## src/rtl/i2c_status_slave.sv

```systemverilog
module i2c_status_slave (
  input  logic       clk,
  input  logic       rst_n,
  input  logic       scl_in,
  input  logic       sda_in,
  output logic       scl_hold,
  output logic       sda_pull,
  input  logic [2:0] reg_addr,
  input  logic       reg_we,
  input  logic [7:0] reg_wdata,
  output logic [7:0] reg_rdata
);
  localparam logic [2:0] A_SET = 3'd0, A_STAT = 3'd1, A_DATA = 3'd2, A_SELF = 3'd3, A_CLR = 3'd4;
  localparam logic [7:0] C_NONE = 8'hF8, C_ADR = 8'h60, C_GC = 8'h70, C_DACK = 8'h80,
                         C_DNAK = 8'h88, C_GACK = 8'h90, C_GNAK = 8'h98, C_END = 8'hA0;

  typedef enum logic [1:0] {S_IDLE, S_ADDR, S_DATA} st_t;

  logic [1:0] scl_sy, sda_sy;
  logic       scl_q, sda_q;
  st_t        st;
  logic [3:0] bcnt;
  logic [7:0] shreg, code, dat, self_a;
  logic       aa, si, gc_mode, in_ack, ack_drv, nack_end;

  always_ff @(posedge clk or negedge rst_n)
    if (!rst_n) begin
      scl_sy <= 2'b11; sda_sy <= 2'b11; scl_q <= 1'b1; sda_q <= 1'b1;
    end else begin
      scl_sy <= {scl_sy[0], scl_in};
      sda_sy <= {sda_sy[0], sda_in};
      scl_q  <= scl_sy[1];
      sda_q  <= sda_sy[1];
    end

  wire scl_s     = scl_sy[1];
  wire sda_s     = sda_sy[1];
  wire scl_rise  = scl_s & ~scl_q;
  wire scl_fall  = ~scl_s & scl_q;
  wire start_det = scl_s & scl_q & sda_q & ~sda_s;
  wire stop_det  = scl_s & scl_q & ~sda_q & sda_s;

  wire wr_set  = reg_we && reg_addr == A_SET;
  wire wr_clr  = reg_we && reg_addr == A_CLR;
  wire wr_dat  = reg_we && reg_addr == A_DATA;
  wire wr_self = reg_we && reg_addr == A_SELF;

  wire byte_end = scl_fall && bcnt == 4'd8 && !in_ack && st != S_IDLE;
  wire gc_hit   = shreg == 8'h00 && self_a[0];
  wire own_hit  = shreg[7:1] == self_a[7:1] && !shreg[0] && shreg[7:1] != 7'd0;

  always_ff @(posedge clk or negedge rst_n)
    if (!rst_n) begin
      st <= S_IDLE; bcnt <= '0; shreg <= '0; code <= C_NONE; dat <= '0; self_a <= '0;
      aa <= 1'b0; si <= 1'b0; gc_mode <= 1'b0; in_ack <= 1'b0; ack_drv <= 1'b0; nack_end <= 1'b0;
    end else begin
      if (wr_set && reg_wdata[0]) aa <= 1'b1;
      if (wr_clr && reg_wdata[0]) aa <= 1'b0;
      if (wr_clr && reg_wdata[1]) si <= 1'b0;
      if (wr_dat && si) dat <= reg_wdata;
      if (wr_self) self_a <= reg_wdata;

      if (scl_rise && st != S_IDLE && !in_ack && bcnt < 4'd8) begin
        shreg <= {shreg[6:0], sda_s};
        bcnt  <= bcnt + 4'd1;
      end

      if (in_ack && scl_fall) begin
        in_ack  <= 1'b0;
        ack_drv <= 1'b0;
        bcnt    <= '0;
        if (nack_end) st <= S_IDLE;
      end

      if (byte_end) begin
        if (st == S_ADDR) begin
          if (aa && (own_hit || gc_hit)) begin
            st <= S_DATA; gc_mode <= gc_hit; si <= 1'b1; dat <= shreg;
            code <= gc_hit ? C_GC : C_ADR;
            in_ack <= 1'b1; ack_drv <= 1'b1; nack_end <= 1'b0;
          end else
            st <= S_IDLE;
        end else begin
          si <= 1'b1; dat <= shreg; in_ack <= 1'b1; ack_drv <= aa; nack_end <= !aa;
          code <= gc_mode ? (aa ? C_GACK : C_GNAK) : (aa ? C_DACK : C_DNAK);
        end
      end

      if (start_det || stop_det) begin
        if (st == S_DATA) begin
          si <= 1'b1; code <= C_END;
        end
        st <= start_det ? S_ADDR : S_IDLE;
        bcnt <= '0; in_ack <= 1'b0; ack_drv <= 1'b0;
      end
    end

  assign scl_hold = si;
  assign sda_pull = ack_drv;

  always_comb
    case (reg_addr)
      A_SET:   reg_rdata = {6'b0, si, aa};
      A_STAT:  reg_rdata = si ? code : C_NONE;
      A_DATA:  reg_rdata = dat;
      A_SELF:  reg_rdata = self_a;
      default: reg_rdata = 8'h00;
    endcase

  p_stat_low_zero_r1: assert property (@(posedge clk) disable iff (!rst_n)
    reg_addr == A_STAT |-> reg_rdata[2:0] == 3'b000);

  p_ack_needs_flag_r3: assert property (@(posedge clk) disable iff (!rst_n)
    $rose(sda_pull) |-> $past(aa));

  p_event_has_code_r2: assert property (@(posedge clk) disable iff (!rst_n)
    $rose(si) |-> code != C_NONE);

  p_data_stable_r9: assert property (@(posedge clk) disable iff (!rst_n)
    (si && $past(si) && !$past(wr_dat)) |-> dat == $past(dat));

  p_nack_drops_r6: assert property (@(posedge clk) disable iff (!rst_n)
    $past(in_ack && scl_fall && nack_end && !start_det && !stop_det) |-> st == S_IDLE);

  p_stop_unaddr_r10: assert property (@(posedge clk) disable iff (!rst_n)
    stop_det |=> st == S_IDLE);
endmodule

```

## config.mk

```make
export PLATFORM = sky130hd
export DESIGN_NAME = i2c_status_slave
export DESIGN_NICKNAME = d
export VERILOG_FILES = /design/src/rtl/i2c_status_slave.sv
export SDC_FILE = /design/constraint.sdc
export NUM_CORES = 1
export LEC_CHECK = 0
export CELL_PAD_IN_SITES_DETAIL_PLACEMENT = 0
export CELL_PAD_IN_SITES_GLOBAL_PLACEMENT = 1
export CORE_AREA = 2 2 82 84
export CTS_CLUSTER_DIAMETER = 40
export DETAILED_ROUTE_END_ITERATION = 8
export DIE_AREA = 0 0 84 86
export GPL_TIMING_DRIVEN = 0
export PLACE_DENSITY = 0.82
export SETUP_SLACK_MARGIN = 0.2
export SLEW_MARGIN = 15
export SYNTH_ARGS = -nofsm -noshare
export SYNTH_HDL_FRONTEND = slang
export SYNTH_SLANG_ARGS = --single-unit
```

## constraint.sdc

```tcl
create_clock -name clk -period 2.1 [get_ports clk]
set_clock_uncertainty 0.15 [all_clocks]
set_input_delay 0.21 -clock clk [delete_from_list [all_inputs] [get_ports clk]]
set_output_delay 0.21 -clock clk [all_outputs]
set_load 0.02 [all_outputs]
```

==> metrics.cfg <==
[sta]
period_minus_slack_ps=2020
rsz0062_at_grt=true
hold_ws_ps=145
setup_tns_ps=0
min_period_over_period_pct=96.1
relSlewSlack_pct=55.7
report.final.slew_viol_count=0
tightest_slew_ps=664
fmax_mhz=495
fin_ws_ps=81.4
hold_viol=0
setup-violations-final=0

[layout]
drive_gt1_share_pct=35.8
antenna_cells=0
postLayoutCellArea_mm2=0.00311
final_nets=299
n_fill_cell=576
syn_to_final_growth_pct=24.6
fin_util_pct=49.5

[floorplan]
row_count=29
core_mm2=0.00628
die_area_mm2=0.00722
initial_utilization_pct=39.7
pin_count=26
die_x_um=84
die_h_um=86

[synth]
synth_edf_count=0
syn-cell-area_mm2=0.00249
synth-main-ff-cell=dfrtp_1
syn_inst=236
synth_top_area_share_pct=39.1
synth.area.top_cells=dfrtp_1, dfstp_2, mux2_2, nand2_1, xnor2_1
ys_warn_count=0
ys_seq_elements=50
synth_cell_types=50
avgSynthCellArea_um2=10.6
synth_nets=254
yosys.area.top_type=dfrtp_1
synth-async-reset-ratio_pct=100
yosysSeqAreaShare_pct=50.7

[grt]
grt_pass1_vias=1792
grt_start_max_net_pins=33
gr-usage-all-layers_pct=15.4
grt_pass1_wl_um=8800
grt_overflow=0
antenna_found_initial=0

[routing]
antenna_left=0
wl_per_cell_um=15.0
drt-total-wl_um=5400
drtIter0Drc=88
dr.pass1.iters=4
drc=0
vias=1874
via_per_inst=5.22

[critical_path]
cp-start-kind=flop
r2r_slack_ps=80
r2r_start=shreg[1]
crit_fanout=10
cp-startpoint=shreg[1]
crit_arrival_ps=2060
endpoint=dat[5]
critPathKind=flop to flop
crit_path_end_kind=flop
r2r_end=dat[5]
cp.required_ps=2140
reg2regPathDepth=6

[power]
vdd_drop_max_v=0.000409
p_leak_nw=1.39
p_per_area_mw_per_mm2=918

[clocking]
cts_buffers=5
cts_num_sinks=50
clk_latency_ps=310
clk_pin_slew_ps=100
htree_num_levels=2
cts-root-buf=clkbuf_8
cts_tree=yes
ctsLongestPathBuffers=2

[run]
cap_viol_max_count=0

[place]
preCtsSetupSlack_ps=-537
place.gp.congestion=0.787
post-dp-hpwl_um=3810
place.port_buffers=23
post_dp_cell_area_mm2=0.00285

[min_path]
holdCritPathClass=input port to flop

[status]
outcome=finished clean

synthesized netlist by cell type, types with 2 or more instances:
master,instances
xnor2_1,8
mux2_2,21
nor2_1,11
nor4_1,2
buf_2,3
a21oi_1,9
dfstp_2,11
nand3_1,9
xor2_1,2
nor2b_1,3
o21a_1,2
ha_1,2
nor3b_1,2
nor3_1,3
mux2_4,3
o211ai_1,2
a31oi_1,2
dfrtp_1,39
o221ai_1,4
o21ai_0,7
a21o_1,2
nand2_1,50
nand4_1,2
and3_1,3
clkbuf_1,4
and3_2,3
inv_1,3
nand2b_1,2
worst max-delay path: stages (launching register included):
cell	delay, ps
dfrtp_2	470
xnor2_2	200
nand3_1	160
o31ai_4	320
a31oi_4	140
buf_8	170
mux2_4	290
power breakdown:
| part | total (mW) | leakage [nW] | switching (mW) | internal (mW) |
|---|---|---|---|---|
| clock network | 0.605 | 0.0514 | 0.333 | 0.272 |
| logic | 0.913 | 0.727 | 0.403 | 0.510 |
| registers | 1.33 | 0.608 | 0.180 | 1.15 |
| total | 2.85 | 1.39 | 0.917 | 1.94 |
state kept, by name, summed over array words and instances (netlist names), 2 cells and up:
signal  cells
shreg       8
dat         8
st          2
self_a      8
sda_sy      2
bcnt        4
code        8
scl_sy      2
stage by stage:
step | power, mW | instances
after global placement | 2.05 | 336
after floorplan | 1.84 | 236
after CTS | 2.79 | 355
after detailed placement | 2.07 | 337
after global routing | 3.02 | 359
final | 2.85 | 359
area by class of cell:
cell class	instances	area (um2)	share of cell area, %
well taps	77	96.3	3.10
repair buffers	38	328	10.5
multi-input cells	174	1240	40.1
clock buffers	6	82.6	2.66
clock inverters	2	17.5	0.564
flip-flops and latches	50	1270	41.0
plain buffers	8	47.5	1.53
inverters	4	17.5	0.564
routing by layer:
metal  share of wire, %  GRT usage (%)  up-vias  wire length, um
met5                  0              0        -                0
met4               0.30           3.52        0               16
met3                2.9           3.18        2              157
met2                 47           25.4       26             2560
met1                 49           20.9      929             2660
li1                   -              -      917                -
worst min path at each step:
stage                   start         to  slack (ps)  cells after the start
floorplan               rst_n         aa        -240                      0
global placement    sda_sy[0]  sda_sy[1]         200                      0
detailed placement      rst_n    code[1]          30                      1
CTS                    scl_in  scl_sy[0]         140                      1
global route           sda_in  sda_sy[0]         150                      1
finish                 scl_in  scl_sy[0]         150                      1
cell usage in the layout, fill, tap and decap left out, drive strengths merged, types with 6 or more instances in the layout:
cell type / Yosys / routed
mux2: 24 / 24
clkbuf: 4 / 15
a21oi: 9 / 9
clkdlybuf4s50: 0 / 13
and3: 6 / 6
nand2: 50 / 50
xnor2: 8 / 8
o21ai: 7 / 7
nor2: 12 / 12
dfstp: 11 / 11
dfrtp: 39 / 39
buf: 4 / 21
nand3: 9 / 9
cell families (layout without fill, tap and decap cells):
logic type      after synthesis  after routing  share of synthesized area, %
simple gates                 99             99                          19.5
flops                        50             50                          50.7
compound gates               38             38                          11.3
mux                          25             25                          11.7
buf+inv                      12             58                          2.26
xor+xnor                     10             10                          3.51
fa+ha+maj                     2              2                          1.00
repair_timing:
| action | 4_1_cts | 5_1_grt |
|---|---|---|
| hold buffers | 1 | 0 |
| setup buffers | 9 | 4 |
| gates resized for setup | 31 | 25 |
| cloned | 0 | 0 |
| pin swaps | 3 | 5 |
| endpoints found under the hold margin | 11 | 0 |
| endpoints found under the setup margin | 25 | 31 |
No activity file was read; power rests on OpenSTA's default activity.
